===== src/rtl/ctrl_loader_pkg.sv =====
package ctrl_loader_pkg;
  localparam int BYTE_W   = 8;
  localparam int N_HOLD   = 3;
  localparam int ADDR_W   = 2;
  localparam int WORD_W   = BYTE_W * N_HOLD;
  localparam int FREQ_W   = 12;
  localparam int FREQ_HI  = FREQ_W - BYTE_W;
  localparam int REV_BIT  = 7;
  localparam int OVM_BIT  = 6;
  localparam int ENA_BIT  = 5;

  typedef struct packed {
    logic              reverse;
    logic              overmod;
    logic              drive_en;
    logic [FREQ_W-1:0] freq;
    logic [BYTE_W-1:0] amp;
  } ctrl_fields_t;
endpackage


===== src/rtl/ctrl_hold_regs.sv =====
module ctrl_hold_regs #(
  parameter int BYTE_W = 8,
  parameter int N_HOLD = 3,
  parameter int ADDR_W = 2,
  localparam int WORD_W = BYTE_W * N_HOLD
) (
  input  logic              clk_i,
  input  logic              rst_ni,
  input  logic              wr_en_i,
  input  logic [ADDR_W-1:0] addr_i,
  input  logic [BYTE_W-1:0] wdata_i,
  output logic [WORD_W-1:0] hold_o
);
  for (genvar i = 0; i < N_HOLD; i++) begin : g_hold
    logic [BYTE_W-1:0] q;
    always_ff @(posedge clk_i or negedge rst_ni) begin
      if (!rst_ni)                                     q <= '0;
      else if (wr_en_i && addr_i == ADDR_W'(i))        q <= wdata_i;
    end
    assign hold_o[i*BYTE_W +: BYTE_W] = q;
  end
endmodule


===== src/rtl/ctrl_commit_stage.sv =====
module ctrl_commit_stage #(
  parameter int WORD_W      = 24,
  parameter int ADDR_W      = 2,
  parameter int COMMIT_ADDR = 3
) (
  input  logic              clk_i,
  input  logic              rst_ni,
  input  logic              wr_en_i,
  input  logic [ADDR_W-1:0] addr_i,
  input  logic              init_done_i,
  input  logic [WORD_W-1:0] hold_i,
  output logic [WORD_W-1:0] active_o,
  output logic              xfer_o
);
  logic commit;
  assign commit = wr_en_i && init_done_i && (addr_i == ADDR_W'(COMMIT_ADDR));

  always_ff @(posedge clk_i or negedge rst_ni) begin
    if (!rst_ni) begin
      active_o <= '0;
      xfer_o   <= 1'b0;
    end else begin
      xfer_o <= commit;
      if (commit) active_o <= hold_i;
    end
  end
endmodule


===== src/rtl/ctrl_field_decode.sv =====
module ctrl_field_decode
  import ctrl_loader_pkg::*;
(
  input  logic [WORD_W-1:0] word_i,
  output ctrl_fields_t      fields_o
);
  logic [BYTE_W-1:0] b0, b1, b2;
  assign b0 = word_i[0*BYTE_W +: BYTE_W];
  assign b1 = word_i[1*BYTE_W +: BYTE_W];
  assign b2 = word_i[2*BYTE_W +: BYTE_W];

  always_comb begin
    fields_o.freq     = {b1[FREQ_HI-1:0], b0};
    fields_o.reverse  = b1[REV_BIT];
    fields_o.overmod  = b1[OVM_BIT];
    fields_o.drive_en = b1[ENA_BIT];
    fields_o.amp      = b2;
  end
endmodule


===== src/rtl/staged_ctrl_loader.sv =====
module staged_ctrl_loader
  import ctrl_loader_pkg::*;
(
  input  logic              clk_i,
  input  logic              rst_ni,
  input  logic              wr_en_i,
  input  logic [ADDR_W-1:0] addr_i,
  input  logic [BYTE_W-1:0] wdata_i,
  input  logic              init_done_i,
  output logic [FREQ_W-1:0] freq_sel_o,
  output logic              reverse_o,
  output logic              overmod_o,
  output logic              drive_en_o,
  output logic [BYTE_W-1:0] amplitude_o,
  output logic              xfer_pulse_o
);
  logic [WORD_W-1:0] hold_word;
  logic [WORD_W-1:0] active_word;
  ctrl_fields_t      fields;

  ctrl_hold_regs #(.BYTE_W(BYTE_W), .N_HOLD(N_HOLD), .ADDR_W(ADDR_W)) u_hold (
    .clk_i, .rst_ni, .wr_en_i, .addr_i, .wdata_i, .hold_o(hold_word)
  );

  ctrl_commit_stage #(.WORD_W(WORD_W), .ADDR_W(ADDR_W), .COMMIT_ADDR(N_HOLD)) u_commit (
    .clk_i, .rst_ni, .wr_en_i, .addr_i, .init_done_i,
    .hold_i(hold_word), .active_o(active_word), .xfer_o(xfer_pulse_o)
  );

  ctrl_field_decode u_dec (.word_i(active_word), .fields_o(fields));

  assign freq_sel_o  = fields.freq;
  assign reverse_o   = fields.reverse;
  assign overmod_o   = fields.overmod;
  assign drive_en_o  = fields.drive_en;
  assign amplitude_o = fields.amp;
endmodule


===== config.mk =====
export PLATFORM = sky130hd
export DESIGN_NAME = staged_ctrl_loader
export DESIGN_NICKNAME = d
export VERILOG_FILES = /design/src/rtl/ctrl_loader_pkg.sv /design/src/rtl/ctrl_hold_regs.sv /design/src/rtl/ctrl_commit_stage.sv /design/src/rtl/ctrl_field_decode.sv /design/src/rtl/staged_ctrl_loader.sv
export SDC_FILE = /design/constraint.sdc
export NUM_CORES = 1
export LEC_CHECK = 0
export BUFFER_PORTS_ARGS = -buffer_cell sky130_fd_sc_hd__buf_2
export CAP_MARGIN = 20
export CORE_MARGIN = 1.5
export CORE_UTILIZATION = 30
export CTS_BUF_LIST = sky130_fd_sc_hd__clkbuf_2
export CTS_CLUSTER_DIAMETER = 80
export DETAILED_ROUTE_END_ITERATION = 10
export PLACE_DENSITY_LB_ADDON = 0.25
export SETUP_SLACK_MARGIN = 0.15
export SLEW_MARGIN = 20
export SYNTH_ARGS = -nofsm -noshare
export SYNTH_HDL_FRONTEND = slang
export SYNTH_SLANG_ARGS = --single-unit

===== constraint.sdc =====
create_clock -name clk_i -period 0.8 [get_ports clk_i]
set_clock_uncertainty 0.05 [all_clocks]
set_input_delay 0.04 -clock clk_i [delete_from_list [all_inputs] [get_ports clk_i]]
set_output_delay 0.04 -clock clk_i [all_outputs]
set_load 0.005 [all_outputs]

==> results of run 1 <==
-- flip-flops by register name (all words and copies together), names as in the netlist --
register,cells
u_commit.xfer_o,1
u_commit.active_o,23
u_hold.g_hold.q,23
-- worst max path at each step --
stage                                              endpoint  slack, ps                              from
final                                         freq_sel_o[1]       -380  u_commit.active_o[1]$_DFFE_PN0P_
after global routing                          freq_sel_o[1]       -470  u_commit.active_o[1]$_DFFE_PN0P_
after CTS                                     freq_sel_o[1]       -420  u_commit.active_o[1]$_DFFE_PN0P_
after detailed placement  u_hold.g_hold[0].q[2]$_DFFE_PN0P_       -280                         addr_i[0]
after global placement    u_hold.g_hold[0].q[4]$_DFFE_PN0P_       -250                         addr_i[0]
after floorplan           u_hold.g_hold[0].q[0]$_DFFE_PN0P_       -110                         addr_i[0]
-- through the flow --
stage / utilization [%] / hold WS (ps) / cells
after floorplan: - / -305.6 / 100
after global placement: 38.38 / -13.53 / 220
after detailed placement: 38.38 / -7.692 / 220
after CTS: 41.58 / -203.8 / 240
after global routing: 43.61 / -228.0 / 248
final: 43.61 / -169.2 / 248
-- placed cells by master, fill, tap and decap left out --
cell type                       synthesis  final
sky130_fd_sc_hd__inv_6                  0      1
sky130_fd_sc_hd__nor3b_4                1      1
sky130_fd_sc_hd__nand3b_4               0      1
sky130_fd_sc_hd__buf_4                  0      7
sky130_fd_sc_hd__nand3b_1               1      1
sky130_fd_sc_hd__nand4_4                1      1
sky130_fd_sc_hd__clkinv_1               0      1
sky130_fd_sc_hd__dlygate4sd3_1          0      3
sky130_fd_sc_hd__buf_12                 0      4
sky130_fd_sc_hd__mux2_4                19     38
sky130_fd_sc_hd__dfrtp_1               47     47
sky130_fd_sc_hd__inv_1                  1      1
sky130_fd_sc_hd__buf_2                  0     34
sky130_fd_sc_hd__buf_6                  2     20
sky130_fd_sc_hd__clkbuf_2               0      5
sky130_fd_sc_hd__mux2_2                27      8
-- where the power goes --
part | leakage, nW | internal (mW) | switching [mW]
registers | 0.565 | 2.99 | 0.381
clock network | 0.0269 | 0.202 | 0.718
logic | 0.771 | 1.75 | 0.623
total | 1.36 | 4.94 | 1.72
-- cell families (layout without fill, tap and decap cells) --
kind of cell	Yosys count	in the layout	share of synthesized area [%]
muxes	46	46	31.85
and+or+nand+nor	4	4	3.178
DFF	47	47	63.56
buffers and inverters	3	76	1.420
-- routing by layer --
metal | up-vias | share of wire, %
met5 | - | 0
met4 | 0 | 0.98
met3 | 6 | 4.8
met2 | 31 | 45
met1 | 532 | 49
li1 | 495 | -
-- final cells by class --
cell class / count / area (sq um)
fillers: 557 / 3358
flip-flops and latches: 47 / 1176
repair buffers: 68 / 558.0
clock inverters: 2 / 12.51
clock buffers: 5 / 25.02
inverters: 1 / 3.754
multi-input cells: 50 / 728.2
well taps: 75 / 93.84
-- timing repair --
item	4_1_cts	5_1_grt
hold endpoints to repair	70	23
setup endpoints to repair	70	70
hold buffers	1	2
buffers inserted	12	6
pin swaps	0	0
resized for setup	12	15
==> results summary, run 1 <==
The flow ran to the end, but the final reports show violations. The checks that failed: negative hold slack, negative setup slack. After clock tree synthesis, the clock-pin slew on the worst setup and hold paths is 220 ps.

The initial antenna violation count is 0. The cell with the largest stage delay on the worst path is sky130_fd_sc_hd__dfrtp_1. The gate family responsible for the most delay along the worst path is flip-flops. The synthesis-to-finish area growth is 40.37%. The data required time of the worst path came out at 710 ps. In this run the clock root is driven by a sky130_fd_sc_hd__clkbuf_2. The core footprint came out at 5956 sq um. In this run, synthesis produced a sequential element count of 47. The biggest area contributor in the post-synthesis netlist is sky130_fd_sc_hd__dfrtp_1. The final weighted congestion in routability-driven placement came out at 0.6741. The placement-stage cell area is 2286 sq um.

The number of nets at the end of the flow came out at 187. The H-tree was split into 2 levels. The tree built by TritonCTS fans out to 47 sinks.

The cell repeated most along the worst path is sky130_fd_sc_hd__buf_6. The post-synthesis async set-or-reset flop share is 100.0%. The final worst hold slack came out at -169.2 ps. The detailed router's first-iteration violation count came out at 24. The path class of the tightest hold or removal check is in -> reg. Of the synthesized area, sequential elements account for 63.56%. In this run the vertical extent of the chip is 81.54 um. The deepest clock path buffer count came out at 2. The share of layout cells above drive strength 1 came out at 69.36%. In this run the worst path has a maximum fanout of 2.

met2 is the most crowded layer. The worst hold path begins at wdata_i[1]. The final critical path time including I/O delays and setup is 1180 ps.

The tool flagged a number of max-cap violations equal to 0. Walking the worst path, the cells encountered are buf_6, buf_6. The number of search-and-repair iterations in the first detailed-routing pass is 2.

At the pin with the least slew margin, the transition time is 241.7 ps. The maximum single-stage delay on the critical path is 460 ps. The number of slew-limit violations in the final report came out at 0. The final standard cell area without fillers came out at 2597 sq um. The fraction of synthesized cell area taken by the top area cell type came out at 63.56%. The endpoint of the lowest-slack register-to-register path is u_commit.active_o[17]$_DFFE_PN0P_. In the final routed layout, each cell accounts on average for 14.75 um. The sum of overflow across all layers after global routing came out at 0. The count of nets left with antenna violations once routing finished came out at 0. The number of failing hold endpoints at the final stage came out at 18. The commonest cells after synthesis are sky130_fd_sc_hd__dfrtp_1 (47), sky130_fd_sc_hd__mux2_2 (27), sky130_fd_sc_hd__mux2_4 (19), sky130_fd_sc_hd__buf_6 (2). In this run the cell area of the synthesized design comes to 1851 sq um. Setup slack on the worst reg-to-reg path comes out at -240 ps. The number of synthesized flops with an enable pin came out at 0.

The number of global-route vias before repair is 1143. The power per cell area came out at 2564 nW/um^2. Headroom to the max-slew limit came out at 83.89%. The instance count along the most critical hold path came out at 2. The met1 routing resource usage after global routing is 15.45%. sky130_fd_sc_hd__dfrtp_1 is the most common cell in the netlist. The worst-case setup margin in the final layout is -379.6 ps. The total of endpoints with negative setup slack in the final report came out at 70. In this run the static leakage power is 1.363 nW. The Yosys step of the flow raised 0 warnings. After detailed routing, the number of vias per cell comes to 4.290. The worst reg-to-reg path cell count came out at 3. The overall routing resource usage is 11.53%.

The category of the worst setup path capture point is an output pin. The initial cell density of the core came out at 31.07%. The I/O pin total came out at 38. The count of port buffers added during placement came out at 37. The via count of the routed design came out at 1064.

Setup repair after global routing could not meet its margin everywhere. The synthesized area per cell came out at 18.51 sq um. The met2 track demand over resource in global routing is 18.18%. The number of distinct library cells after synthesis came out at 9. Based on the critical path, the design can be clocked at up to 847.8 MHz. The path with the worst hold slack has its endpoint at u_hold.g_hold[2].q[1]$_DFFE_PN0P_.

The arrival time reported for the critical path endpoint came out at 1090 ps. The number of rows in the core area is 28. The sum of buffers and inverters on the critical path is 2. The worst setup path is of the reg -> out kind.

The synthesized instance count came out at 100. The setup TNS came out at -9217 ps. After detailed routing, the total wire length is 3.657 mm. Global routing used 3.000% of the available met3 tracks. The insertion delay of the later-clocked pin in the worst-skew pair is 400 ps. The die footprint came out at 6649 sq um. The half-perimeter wire length after placement is 2.442 mm. The CTS buffer count came out at 5. STA classifies the critical path startpoint as a flip-flop.

For this run, the leading register cell type out of synthesis is sky130_fd_sc_hd__dfrtp_1. The pin count of the biggest net entering global routing is 48. The number of antenna diodes in the final layout is 0. Synthesis produced a netlist with a net count of 114. Before CTS, the worst setup slack after placement is -275.6 ps. The maximum vdd drop came out at 1036 uV. The horizontal die dimension is 81.54 um.

TritonCTS built the clock tree. The launch instance of the worst register-to-register path is u_commit.active_o[17]$_DFFE_PN0P_. After detailed routing, the number of remaining DRC violations is 0. The depth of the critical timing path with buffers and inverters included is 2. The global-route wire length before repair is 5.623 mm. The total design power came out at 6.660 mW. After synthesis, the cell types taking the most area are sky130_fd_sc_hd__dfrtp_1 (64%), sky130_fd_sc_hd__mux2_2 (16%), sky130_fd_sc_hd__mux2_4 (15%).

The final critical path takes up 147.4% of the cycle.
(Power assumes the default switching activity.)
==> run 2: changes to the inputs <==
--- a/config.mk
+++ b/config.mk
@@ -13,6 +13,7 @@
 export CTS_CLUSTER_DIAMETER = 80
 export DETAILED_ROUTE_END_ITERATION = 10
 export PLACE_DENSITY_LB_ADDON = 0.25
+export RECOVER_POWER = 25
 export SETUP_SLACK_MARGIN = 0.15
 export SLEW_MARGIN = 20
 export SYNTH_ARGS = -nofsm -noshare
==> results summary, run 2 (synthesis results as in run 1) <==
The die footprint was 6649 sq um (unchanged). The total of endpoints with negative setup slack in the final report is 70 (unchanged). The worst setup path is captured at an output pin. The global-route wire length before repair is 5.623 mm (unchanged). The average routed wire per standard cell came out at 14.77 um (+0.14%).

The count of port buffers added during placement came out at 37 (unchanged). The maximum vdd drop came out at 1036 uV (about the same). The detailed router's first-iteration violation count came to 23 (-4.2%).

The number of rows in the core area came out at 28 (unchanged). The final clock period utilization by the worst path is 147.5% (about the same). The diode insertion count for antenna repair is 0 (unchanged).

The overall routing resource usage came out at 11.53% (unchanged). The number of global-route vias before repair came out at 1143 (unchanged). The pin count of the biggest net entering global routing is 48 (unchanged).

The initial cell density of the core came out at 31.07% (unchanged). The number of nets at the end of the flow came to 187 (unchanged). The arrival time reported for the critical path endpoint is 1090 ps (about the same). TritonCTS built the clock tree. The path type of the worst min-delay path is in -> reg.

The horizontal die dimension is 81.54 um (unchanged). The die span in y is 81.54 um (unchanged). The via count of the routed design came out at 1065 (+0.094%). The routed via count divided by cell count came to 4.294 (about the same).

The register clock-pin slew on the reported worst setup and hold paths came out at 220 ps (about the same). The count of clock tree sinks is 47 (unchanged). Setup repair after global routing could not meet its margin everywhere. The worst-margin pin slew is 567.3 ps (+325.6 ps). The share of layout cells above drive strength 1 came to 68.79% (-0.58 points). The root buffer cell chosen for the clock tree is sky130_fd_sc_hd__clkbuf_2. The core footprint came out at 5956 sq um (unchanged). The final core utilization was 43.38% (-0.23 points).

The count of maximum capacitance violations is 0 (unchanged). The number of search-and-repair iterations in the first detailed-routing pass is 2 (unchanged). The residual DRC count came out at 0 (unchanged). The wire length after detailed routing came out at 3.662 mm (+0.14%).

The deepest clock path buffer count is 2 (unchanged). The total design power was 6.651 mW (-0.14%). The sum of routed wire segments on met1 was 1.821 mm (+0.83%). The checks that failed: negative hold slack, negative setup slack. The half-perimeter wire length after placement is 2.442 mm (unchanged). The fill cell instance count of the final layout was 559 (+0.36%). The I/O pin total is 38 (unchanged). STA classifies the critical path startpoint as a flip-flop. The number of slew-limit violations in the final report came out at 0 (unchanged).

The residual antenna-violating net count after detailed routing came out at 0 (unchanged). The met2 wire length came out at 1.633 mm (-0.43%). The leakage dissipation is 1.356 nW (-0.54%).

In the layout the commonest cells are sky130_fd_sc_hd__dfrtp_1 (47), sky130_fd_sc_hd__mux2_4 (38), sky130_fd_sc_hd__buf_2 (33), sky130_fd_sc_hd__buf_6 (20). The most frequent standard cell in the layout excluding fill and tap cells is sky130_fd_sc_hd__dfrtp_1. The number of failing hold endpoints at the final stage was 18 (unchanged). The power per cell area is 2574 nW/um^2 (+0.40%).

The deepest level of the CTS H-tree is 2 (unchanged). The largest registers in the layout are u_commit.active_o x23, u_hold.g_hold.q x23, u_commit.xfer_o x1. The data required time of the worst path came out at 710 ps (about the same). The initial antenna violation count came out at 0 (unchanged). The highest metal layer carrying signal wires in the routed design is met4. The detailed route wirelength on metal3 came out at 171 um (-1.7%). The CTS buffer count came out at 5 (unchanged). The total area of sequential cells came to 1176 sq um (unchanged).

The insertion delay of the later-clocked pin in the worst-skew pair was 400 ps (about the same). The flow ran to the end, but the final reports show violations. The final weighted congestion in routability-driven placement is 0.6741 (unchanged). The highest net fanout along the worst path is 2 (unchanged).

The worst-case setup margin in the final layout came out at -380.3 ps (-0.6970 ps). The final critical path time including I/O delays and setup was 1180 ps (+0.6970 ps). The startpoint-to-endpoint class of the critical path is reg -> out. The relative slew slack came out at 62.18% (-22 points). The final worst hold slack came out at -169.9 ps (-0.7120 ps). The sum of overflow across all layers after global routing is 0 (unchanged).

The highest attainable clock frequency is 847.3 MHz (about the same). The synthesis-to-finish area growth came out at 39.62%. The area occupied by multi-input gates is 728.2 sq um (unchanged).
[run 2: final timing paths]
kind	startpoint	to	slack, ps	depth (start not counted)
hold reg to reg	u_hold.g_hold[0].q[1]$_DFFE_PN0P_	u_commit.active_o[1]$_DFFE_PN0P_	470	1
setup / recovery	u_commit.active_o[1]$_DFFE_PN0P_	freq_sel_o[1]	-380	2
max in group asynchronous	rst_ni	u_commit.active_o[7]$_DFFE_PN0P_	140	3
min in group asynchronous	rst_ni	u_hold.g_hold[2].q[3]$_DFFE_PN0P_	160	3
setup reg to reg	u_commit.active_o[17]$_DFFE_PN0P_	u_commit.active_o[17]$_DFFE_PN0P_	-240	3
hold / removal	wdata_i[1]	u_hold.g_hold[2].q[1]$_DFFE_PN0P_	-170	2
[run 2: final cells by class]
cell class,count,share of cell area (%)
Timing Repair Buffer,68,21.07
Clock buffer,5,0.9685
Clock inverter,2,0.4843
Multi-Input combinational cell,50,28.18
Tap cell,75,3.632
Sequential cell,47,45.52
Inverter,1,0.1453
[run 2: timing repair]
item	CTS	global route
cloned	0	0
endpoints found under the setup margin	70	70
setup buffers	12	6
endpoints found under the hold margin	70	23
resized for setup	12	15
hold buffers	1	2
[run 2: per-stage QoR]
stage / worst slack (ps) / hold slack, ps / cell area (sq um) / instances / setup TNS, ps
2_1_floorplan: -112.7 / -305.6 / 1904 / 100 / -1862
3_3_place_gp: -252.9 / -13.53 / 2286 / 220 / -9996
3_5_place_dp: -275.6 / -7.692 / 2286 / 220 / -11120
4_1_cts: -423.4 / -203.8 / 2476 / 240 / -9488
5_1_grt: -466.9 / -228.0 / 2584 / 248 / -12190
6_report: -380.3 / -169.9 / 2584 / 248 / -9227
[run 2: layer usage]
metal	vias up	track usage, %
li1	495	-
met1	533	15.45
met2	31	18.18
met3	6	3.000
met4	0	3.621
met5	-	0
[run 2: worst max-delay path: stages (launching register included)]
cell and delay, ps:
sky130_fd_sc_hd__dfrtp_1 460, sky130_fd_sc_hd__buf_6 130, sky130_fd_sc_hd__buf_6 100
[run 2: power by group]
part / internal (mW) / switching [mW]
logic: 1.74 / 0.622
clock network: 0.202 / 0.719
registers: 2.99 / 0.381
total: 4.93 / 1.72
==> run 3: changes to the inputs <==
--- a/config.mk
+++ b/config.mk
@@ -12,7 +12,7 @@
 export CTS_BUF_LIST = sky130_fd_sc_hd__clkbuf_2
 export CTS_CLUSTER_DIAMETER = 80
 export DETAILED_ROUTE_END_ITERATION = 10
-export PLACE_DENSITY_LB_ADDON = 0.25
+export PLACE_DENSITY = 0.49
 export RECOVER_POWER = 25
 export SETUP_SLACK_MARGIN = 0.15
 export SLEW_MARGIN = 20
==> results summary, run 3 (synthesis results as in run 1) <==
The library cell used most frequently in the layout, excluding fill and tap cells, is sky130_fd_sc_hd__dfrtp_1. The highest net fanout along the worst path was 2 (unchanged). CTS placed an instance of sky130_fd_sc_hd__clkbuf_2 at the clock tree root. The switching part of the total power is 25.29% (-0.60 points). The total area of sequential cells is 1176 sq um (unchanged).

The number of global-route vias before repair came to 1147 (+0.35%). Relative to the synthesized area, the layout overhead comes to 35.16%. The horizontal die dimension came out at 81.54 um (unchanged). The worst-case setup margin in the final layout is -349.6 ps (+30.67 ps). The highest attainable clock frequency is 869.9 MHz (+2.7%). The maximum vdd drop is 902.6 uV (-13%). The area occupied by multi-input gates is 720.7 sq um (-1.0%).

The core footprint came out at 5956 sq um (unchanged). The number of failing hold endpoints at the final stage is 23 (+5). The die span in y came out at 81.54 um (unchanged). The fill cell instance count of the final layout is 568 (+1.6%). The data required time of the worst path is 710 ps (about the same). The worst setup slack after placement is -269.3 ps (+6.248 ps). The diode insertion count for antenna repair is 0 (unchanged). The final core utilization is 42.00% (-1.4 points). The count of clock tree sinks came out at 47 (unchanged). The register clock-pin slew on the reported worst setup and hold paths is 200 ps (-20 ps). The wire length after detailed routing is 3.506 mm (-4.3%). The routed via count divided by cell count came out at 4.337 (+1.0%).

The half-perimeter wire length after placement came out at 2.329 mm (-4.6%). The count of maximum capacitance violations is 0 (unchanged). The flow ran to the end, but the final reports show violations.

The arrival time reported for the critical path endpoint came out at 1060 ps (-30 ps). The power spent charging and discharging nets is 1.619 mW (-6.0%). The portion of total power attributed to the clock network came out at 13.6% (-0.2 points).

The deepest clock path buffer count is 2 (unchanged). The initial antenna violation count is 0 (unchanged). The final worst hold slack came to -166.3 ps (+3.542 ps). The average routed wire per standard cell came out at 14.43 um (-2.3%). The deepest level of the CTS H-tree came to 2 (unchanged).

The count of port buffers added during placement came out at 37 (unchanged). The sum of overflow across all layers after global routing came out at 0 (unchanged). In the layout the commonest cells are sky130_fd_sc_hd__dfrtp_1 (47), sky130_fd_sc_hd__mux2_4 (36), sky130_fd_sc_hd__buf_2 (35), sky130_fd_sc_hd__buf_6 (16), sky130_fd_sc_hd__mux2_2 (10). The share of layout cells above drive strength 1 came to 69.64% (+0.86 points). The relative slew slack is 61.94% (-0.24 points). The count of hold buffers inserted by post-cts repair was 1 (unchanged). The residual antenna-violating net count after detailed routing is 0 (unchanged). The path class of the tightest hold or removal check is in -> reg.

The worst setup path is of the reg -> out kind. The worst-margin pin slew is 570.9 ps (+3.599 ps). Setup repair after global routing could not meet its margin everywhere.

The insertion delay of the later-clocked pin in the worst-skew pair was 390 ps (about the same). The non-filler instance count after layout is 243 (-2.0%). The number of slew-limit violations in the final report is 0 (unchanged).

STA classifies the critical path endpoint as an output pin. The die footprint came out at 6649 sq um (unchanged). The global-route wire length before repair is 5.796 mm (+3.1%).

The I/O pin total is 38 (unchanged). The sequential fraction of design power was 52.2% (+1.6 points). The CTS buffer count is 5 (unchanged). The share of power burned in combinational logic came out at 34.1% (-1.4 points).

The internal power consumption is 4.784 mW (-2.9%). The residual DRC count is 0 (unchanged). The leakage dissipation is 1.317 nW (-2.9%). The via count of the routed design was 1054 (-1.0%).

The total design power came out at 6.403 mW (-3.7%). The pin count of the biggest net entering global routing is 48 (unchanged). The detailed router's first-iteration violation count is 45 (+96%). The total instance count after detailed placement came out at 219 (-0.45%). The CTS tree is built. The total of endpoints with negative setup slack in the final report is 69 (-1.4%). The initial cell density of the core came out at 31.07% (unchanged). The overall routing resource usage was 11.89% (+0.36 points).

The largest registers in the layout are u_commit.active_o x23, u_hold.g_hold.q x23, u_commit.xfer_o x1. The number of nets at the end of the flow is 183 (-2.1%). The power per cell area came to 2560 nW/um^2 (-0.56%). The number of rows in the core area came to 28 (unchanged).

The element type at the critical path start is a flip-flop. The final weighted congestion in routability-driven placement was 0.6800 (+0.88%). The final clock period utilization by the worst path is 143.7% (-3.8 points).

The checks that failed: negative hold slack, negative setup slack. The final critical path time including I/O delays and setup came to 1150 ps (-30.67 ps). The number of search-and-repair iterations in the first detailed-routing pass was 3 (+1).
## run 3: cell types whose count changed in the layout (fill, tap and decap cells not counted)
cell	change
sky130_fd_sc_hd__buf_6	-4
sky130_fd_sc_hd__buf_2	+2
sky130_fd_sc_hd__dlygate4sd3_1	-2
sky130_fd_sc_hd__mux2_2	+2
sky130_fd_sc_hd__mux2_4	-2
sky130_fd_sc_hd__buf_12	-1
sky130_fd_sc_hd__buf_4	+1
sky130_fd_sc_hd__clkbuf_2	+1
sky130_fd_sc_hd__clkinv_1	-1
sky130_fd_sc_hd__inv_6	-1
## run 3: critical path: stages (launching register included)
cell	delay (ps)
sky130_fd_sc_hd__dfrtp_1	440
sky130_fd_sc_hd__buf_6	120
sky130_fd_sc_hd__buf_6	100
## run 3: cell type report
type                       instances  share of cell area [%]
sequential                        47                   47.02
multi-input combinational         50                   28.81
timing repair buffer              64                   19.06
tap                               75                   3.752
clock buffer                       6                   1.201
inverter                           1                  0.1501
## run 3: repair_timing
action / in CTS / in global routing
setup buffers: 12 / 5
endpoints found under the setup margin: 70 / 70
hold endpoints to repair: 70 / 23
cloned: 0 / 0
gates resized for setup: 8 / 13
## run 3: layer usage
layer | vias to the layer above | wire, um | global-route usage, %
li1 | 490 | - | -
met1 | 529 | 1656 | 15.52
met2 | 28 | 1638 | 18.26
met3 | 7 | 155 | 3.444
met4 | 0 | 55 | 5.172
met5 | - | 0 | 0
## run 3: worst paths after layout
kind	from	endpoint	slack, ps	cells after the start
worst max-delay path	u_commit.active_o[7]$_DFFE_PN0P_	freq_sel_o[7]	-350	2
worst min-delay path	wdata_i[4]	u_hold.g_hold[0].q[4]$_DFFE_PN0P_	-170	2
worst max register to register	u_commit.active_o[13]$_DFFE_PN0P_	u_commit.active_o[13]$_DFFE_PN0P_	-250	3
worst min register to register	u_hold.g_hold[2].q[7]$_DFFE_PN0P_	u_commit.active_o[23]$_DFFE_PN0P_	480	1
max in group asynchronous	rst_ni	u_commit.active_o[0]$_DFFE_PN0P_	130	3
min in group asynchronous	rst_ni	u_commit.active_o[14]$_DFFE_PN0P_	180	3
## run 3: power groups by stage
stage	clock, mW	combinational (mW)	sequential [mW]
floorplan	0	0.868	3.35
global placement	0	1.54	3.36
detailed placement	0	1.56	3.38
CTS	0.926	1.97	3.32
global route	1.03	2.37	3.43
finish	0.873	2.19	3.34
## run 3: stage by stage
stage	hold slack, ps	TNS, ps	instance area, sq um
final	-166.3	-8300	2501
after global routing	-209.6	-11410	2501
after CTS	-189.3	-8751	2429
after detailed placement	-8.421	-10880	2266
after global placement	-12.13	-10400	2266
after floorplan	-305.6	-1862	1904
